File: config.mk
export PLATFORM = sky130hd
export DESIGN_NAME = wdt_keyed
export DESIGN_NICKNAME = d
export VERILOG_FILES = /design/src/rtl/wdt_pkg.sv /design/src/rtl/wdt_prescaler.sv /design/src/rtl/wdt_key_fsm.sv /design/src/rtl/wdt_tick_counter.sv /design/src/rtl/wdt_keyed.sv
export SDC_FILE = /design/constraint.sdc
export NUM_CORES = 1
export LEC_CHECK = 0
export ABC_CLOCK_PERIOD_IN_PS = 2300
export BUFFER_PORTS_ARGS = -buffer_cell sky130_fd_sc_hd__buf_4
export CORE_ASPECT_RATIO = 0.75
export CORE_MARGIN = 1
export CORE_UTILIZATION = 43
export DETAILED_ROUTE_END_ITERATION = 16
export GPL_TIMING_DRIVEN = 0
export PLACE_DENSITY = 0.64
export SKIP_CTS_REPAIR_TIMING = 1
export SLEW_MARGIN = 10
export SYNTH_ARGS = -nofsm -noshare
export SYNTH_HDL_FRONTEND = slang
export SYNTH_HIERARCHICAL = 1
export SYNTH_SLANG_ARGS = --single-unit
File: constraint.sdc
create_clock -name clk -period 2.3 [get_ports clk]
set_input_delay 0.345 -clock clk [delete_from_list [all_inputs] [get_ports clk]]
set_output_delay 0.345 -clock clk [all_outputs]
set_load 0.005 [all_outputs]
File: src/rtl/wdt_pkg.sv
package wdt_pkg;
  localparam logic [7:0] ARM_KEY_DEF  = 8'h55;
  localparam logic [7:0] FIRE_KEY_DEF = 8'hAA;
  localparam int         STEP_SHIFT_DEF = 2;
endpackage

File: src/rtl/wdt_prescaler.sv
module wdt_prescaler #(
  parameter int PRE_W = 15
) (
  input  logic clk,
  input  logic rst,
  output logic tick
);
  logic [PRE_W-1:0] pre_q;

  always_ff @(posedge clk) begin
    if (rst) pre_q <= '0;
    else     pre_q <= pre_q + PRE_W'(1);
  end

  assign tick = &pre_q;

  // the prescaler advances every cycle and nothing but reset clears it
  a_r9_free_running: assert property (@(posedge clk) disable iff (rst)
    !$past(rst) |-> pre_q == $past(pre_q) + PRE_W'(1));
endmodule

File: src/rtl/wdt_key_fsm.sv
module wdt_key_fsm #(
  parameter logic [7:0] ARM_KEY  = wdt_pkg::ARM_KEY_DEF,
  parameter logic [7:0] FIRE_KEY = wdt_pkg::FIRE_KEY_DEF
) (
  input  logic       clk,
  input  logic       rst,
  input  logic       en,
  input  logic       wr_stb,
  input  logic [7:0] wr_data,
  output logic       clear
);
  logic armed_q;
  logic is_arm, is_fire;

  assign is_arm  = wr_stb && (wr_data == ARM_KEY);
  assign is_fire = wr_stb && (wr_data == FIRE_KEY);
  assign clear   = en && armed_q && is_fire;

  always_ff @(posedge clk) begin
    if (rst || !en)   armed_q <= 1'b0;
    else if (is_arm)  armed_q <= 1'b1;
    else if (is_fire) armed_q <= 1'b0;
  end

  // a completed clear leaves the block disarmed
  a_r7_fire_disarms: assert property (@(posedge clk) disable iff (rst)
    clear |=> !armed_q);
  // a disabled cycle leaves the block disarmed
  a_r11_disable_disarms: assert property (@(posedge clk) disable iff (rst)
    !en |=> !armed_q);
  // a non-key write does not change the armed state
  a_r6_other_keeps: assert property (@(posedge clk) disable iff (rst)
    (en && wr_stb && !is_arm && !is_fire) |=> $stable(armed_q));
endmodule

File: src/rtl/wdt_tick_counter.sv
module wdt_tick_counter #(
  parameter int SEL_W      = 2,
  parameter int STEP_SHIFT = wdt_pkg::STEP_SHIFT_DEF
) (
  input  logic             clk,
  input  logic             rst,
  input  logic             en,
  input  logic             tick,
  input  logic             clear,
  input  logic [SEL_W-1:0] sel,
  output logic             expire
);
  localparam int NUM_RATES = 1 << SEL_W;
  localparam int CNT_W     = STEP_SHIFT * (NUM_RATES - 1) + 1;

  logic [CNT_W-1:0] cnt_q, limit;
  logic             expire_q;

  always_comb begin
    limit = '0;
    for (int i = 0; i < NUM_RATES; i++)
      if (sel == SEL_W'(i)) limit[STEP_SHIFT*i] = 1'b1;
  end

  always_ff @(posedge clk) begin
    if (rst || !en) begin
      cnt_q    <= '0;
      expire_q <= 1'b0;
    end else begin
      expire_q <= 1'b0;
      if (clear) begin
        cnt_q <= '0;
      end else if (tick) begin
        if (cnt_q >= limit) begin
          cnt_q    <= '0;
          expire_q <= 1'b1;
        end else begin
          cnt_q <= cnt_q + CNT_W'(1);
        end
      end
    end
  end

  assign expire = expire_q;

  // a time-out only follows an enabled base tick
  a_r2_expire_on_tick: assert property (@(posedge clk) disable iff (rst)
    expire |-> ($past(tick) && $past(en)));
  // no time-out follows a disabled cycle
  a_r8_disabled_quiet: assert property (@(posedge clk) disable iff (rst)
    !en |=> !expire);
  // a clear blocks a time-out on the same edge
  a_r10_clear_wins: assert property (@(posedge clk) disable iff (rst)
    clear |=> (!expire && cnt_q == '0));
endmodule

File: src/rtl/wdt_keyed.sv
module wdt_keyed #(
  parameter int         PRE_W      = 15,
  parameter int         SEL_W      = 2,
  parameter int         STEP_SHIFT = wdt_pkg::STEP_SHIFT_DEF,
  parameter logic [7:0] ARM_KEY    = wdt_pkg::ARM_KEY_DEF,
  parameter logic [7:0] FIRE_KEY   = wdt_pkg::FIRE_KEY_DEF
) (
  input  logic             clk,
  input  logic             rst,
  input  logic             en,
  input  logic [SEL_W-1:0] rate_sel,
  input  logic             wr_stb,
  input  logic [7:0]       wr_data,
  output logic             rst_req
);
  logic tick, clear;

  wdt_prescaler #(.PRE_W(PRE_W)) u_pre (
    .clk(clk), .rst(rst), .tick(tick)
  );

  wdt_key_fsm #(.ARM_KEY(ARM_KEY), .FIRE_KEY(FIRE_KEY)) u_key (
    .clk(clk), .rst(rst), .en(en),
    .wr_stb(wr_stb), .wr_data(wr_data), .clear(clear)
  );

  wdt_tick_counter #(.SEL_W(SEL_W), .STEP_SHIFT(STEP_SHIFT)) u_cnt (
    .clk(clk), .rst(rst), .en(en), .tick(tick), .clear(clear),
    .sel(rate_sel), .expire(rst_req)
  );

  // the reset request lasts one clock
  a_r3_one_cycle: assert property (@(posedge clk) disable iff (rst)
    rst_req |=> !rst_req);
  // no request in the first cycle after reset
  a_r1_quiet_after_reset: assert property (@(posedge clk)
    $past(rst) |-> !rst_req);
endmodule

==> flow_metrics.py <==
metrics = {
    "timing": {
        "slew_violations": 0,
        "timing.final.crit_share_pct": 91.2,
        "skew_ns": 0.00360,
        "setup_ws_ns": 0.203,
        "worst_pin_slew_ns": 0.469,
        "fin_crit_ns": 2.10,
        "rsz0062_at_grt": "false",
        "tns_ns": 0,
        "clock.fmax_ghz": 0.477,
        "setup_viol": 0,
        "slew_headroom_pct": 68.7,
        "hold_viol": 0,
    },
    "cts": {
        "clk_latency_ns": 0.26,
        "htree_levels": 1,
        "root_buffer": "clkbuf_8",
        "clock_path_buffers": 2,
        "cts_tree": "built",
        "numCtsBuffers": 3,
        "clkTransAtPathRegs_ns": 0.08,
        "clkSinkCount": 24,
    },
    "placement": {
        "placed_area_mm2": 0.00138,
        "dp_hpwl_um": 1790,
        "place.gp.congestion": 0.827,
        "numPortBuffers": 14,
        "place_ws_ns": -0.0789,
    },
    "floorplan": {
        "pin_count": 15,
        "die_y_um": 48.4,
        "die_w_um": 63.9,
        "fp-row-count": 16,
        "start_util_pct": 46.3,
        "dieArea_mm2": 0.00309,
        "core_mm2": 0.00266,
    },
    "grt": {
        "grt_pass1_wl_um": 4080,
        "gr-total-overflow": 0,
        "grt_pass1_vias": 954,
        "antenna_found_initial": 0,
        "grt_max_degree": 14,
        "grtUsageTotal_pct": 17.0,
    },
    "pwr": {
        "p_int_w": 0.000602,
        "clock_power_share_pct": 37.0,
        "power_w": 0.000767,
        "power_density_mw_per_mm2": 525,
        "p_comb_share_pct": 7.5,
        "peakVddDrop_mv": 0.260,
        "sequentialPowerShare_pct": 55.5,
        "p_switching_w": 0.000165,
        "power_leakage_nw": 0.521,
        "sw_frac_of_total_pct": 21.5,
    },
    "route": {
        "drt-pass1-iter-count": 4,
        "routed_via_density": 5.51,
        "wl_um": 2370,
        "wl_per_cell_um": 12.3,
        "drt-initial-drc-count": 36,
        "route.detailed.drc": 0,
        "vias": 1057,
        "antenna_left": 0,
    },
    "cells_and_area": {
        "drive_above_1_share_pct": 17.9,
        "stdcell_area_mm2": 0.00146,
        "multiInputGateArea_um2": 743,
        "num-fill-cells": 246,
        "final-seq-area_um2": 480,
        "areaGrowthSynthToFinish_pct": 18.4,
        "nets": 177,
        "mostFrequentLayoutCell": "dfxtp_1",
        "n_antenna_cell": 0,
        "final_cell_mix": "24 x dfxtp_1, 14 x buf_4, 12 x nor2_1, 12 x nand2_1, 8 x a21oi_1",
    },
    "synth": {
        "synthCells": 138,
        "synth_seq_area_share_pct": 38.9,
        "syn_avg_cell_area_um2": 8.94,
        "yosysTopAreaCellShare_pct": 38.9,
        "synthesis.nets": 158,
        "ys.flop_type": "dfxtp_1",
        "ys_top_cells_by_area": "dfxtp_1 39%, ha_1 6.1%, a211oi_1 4.3%",
        "synthArstFlopShare_pct": 0,
        "synth-warning-count": 6,
        "yosysTopAreaCell": "dfxtp_1",
        "ys_ff_latch": 24,
        "synth-edff-count": 0,
        "synth_area_mm2": 0.00123,
        "ys_types": 34,
    },
    "worst_setup_path": {
        "slowest_stage": "dfxtp_1",
        "crit_arrival_ns": 2.28,
        "critPathLaunchType": "flop",
        "max_stage_delay_ns": 0.41,
        "startpoint": "u_pre/pre_q[0]",
        "reg2reg_from": "u_pre/pre_q[0]",
        "cp_cell_sequence": "ha_2, nand4_4, nor4_4, and2_4, nand4_1, nor2_1, xnor2_1, a211oi_1",
        "crit_fanout": 9,
        "critical_path_class": "reg2reg",
        "end_kind": "flop",
        "cp.required_ns": 2.48,
    },
    "status": {
        "outcome": "complete, no violations",
    },
    "run": {
        "drv_cap": 0,
    },
    "hold_path": {
        "min_path_type": "in2reg",
        "min_from": "wr_stb",
    },
}
[worst max-delay path: cells and delay by family (launching register included)]
family          cells  cell delay (ns)
fa+ha+maj           1             0.26
simple gates        5             1.11
flops               1             0.41
compound gates      1             0.16
xor+xnor            1             0.08
[routing by layer]
layer / wire, um / global-route usage, % / up-vias
met1: 1200 / 23.0 / 490
li1: - / - / 547
met4: 4 / 2.27 / 0
met2: 1070 / 26.8 / 18
met5: 0 / 0 / -
met3: 95 / 5.66 / 2
[final cells by class]
class,count,area share (%)
tap,36,3.08
inverter,4,1.03
buffer,4,1.11
timing repair buffer,14,7.20
clock buffer,4,3.77
sequential,24,32.9
multi-input combinational,106,50.9
[stage by stage]
stage / utilization [%] / instances / hold WS (ns)
finish: 54.8 / 192 / 0.337
CTS: 54.0 / 192 / 0.334
global route: 54.8 / 192 / 0.330
global placement: 52.0 / 188 / 0.462
floorplan: - / 138 / 0.441
detailed placement: 52.0 / 188 / 0.478
[logic make-up after synthesis]
kind of cell             count (synthesis)  share of synthesized area (%)
AO/OA/AOI/OAI                           26                           13.9
buffers and inverters                    8                           2.43
XOR/XNOR                                 9                           6.39
multiplexers                             3                           2.64
flip-flops                              24                           38.9
adder cells (fa/ha/maj)                  6                           6.09
AND/OR/NAND/NOR                         62                           29.6
[cells in the mapped netlist, types with 4 or more instances]
master    number
ha_1           6
o31ai_1        5
a211oi_1       7
nand4_1        5
inv_1          4
nor2_1        12
xor2_1         5
clkbuf_1       4
a21oi_1        8
nand2_1       12
dfxtp_1       24
nand3_1        5
xnor2_1        4
or4_1          5
[sequential cells by signal, indices dropped and copies added (netlist names)]
register,flops
u_cnt/cnt_q,7
u_cnt/expire,1
u_key/armed_q,1
u_pre/pre_q,15
[power groups by stage]
stage          combinational, W  clock (W)  sequential (W)
2_1_floorplan         0.0000289          0        0.000434
6_report              0.0000576   0.000284        0.000426
4_1_cts               0.0000578   0.000292        0.000426
3_5_place_dp          0.0000575          0        0.000435
5_1_grt               0.0000651   0.000309        0.000427
3_3_place_gp          0.0000554          0        0.000436
[final timing paths]
check	to	slack [ns]	cells past startpoint
setup reg to reg	u_cnt/cnt_q[6]	0.20	8
hold reg to reg	u_pre/pre_q[11]	0.49	2
setup / recovery	u_cnt/cnt_q[6]	0.20	8
hold / removal	u_key/armed_q	0.34	2
No activity file was read; power rests on OpenSTA's default activity.
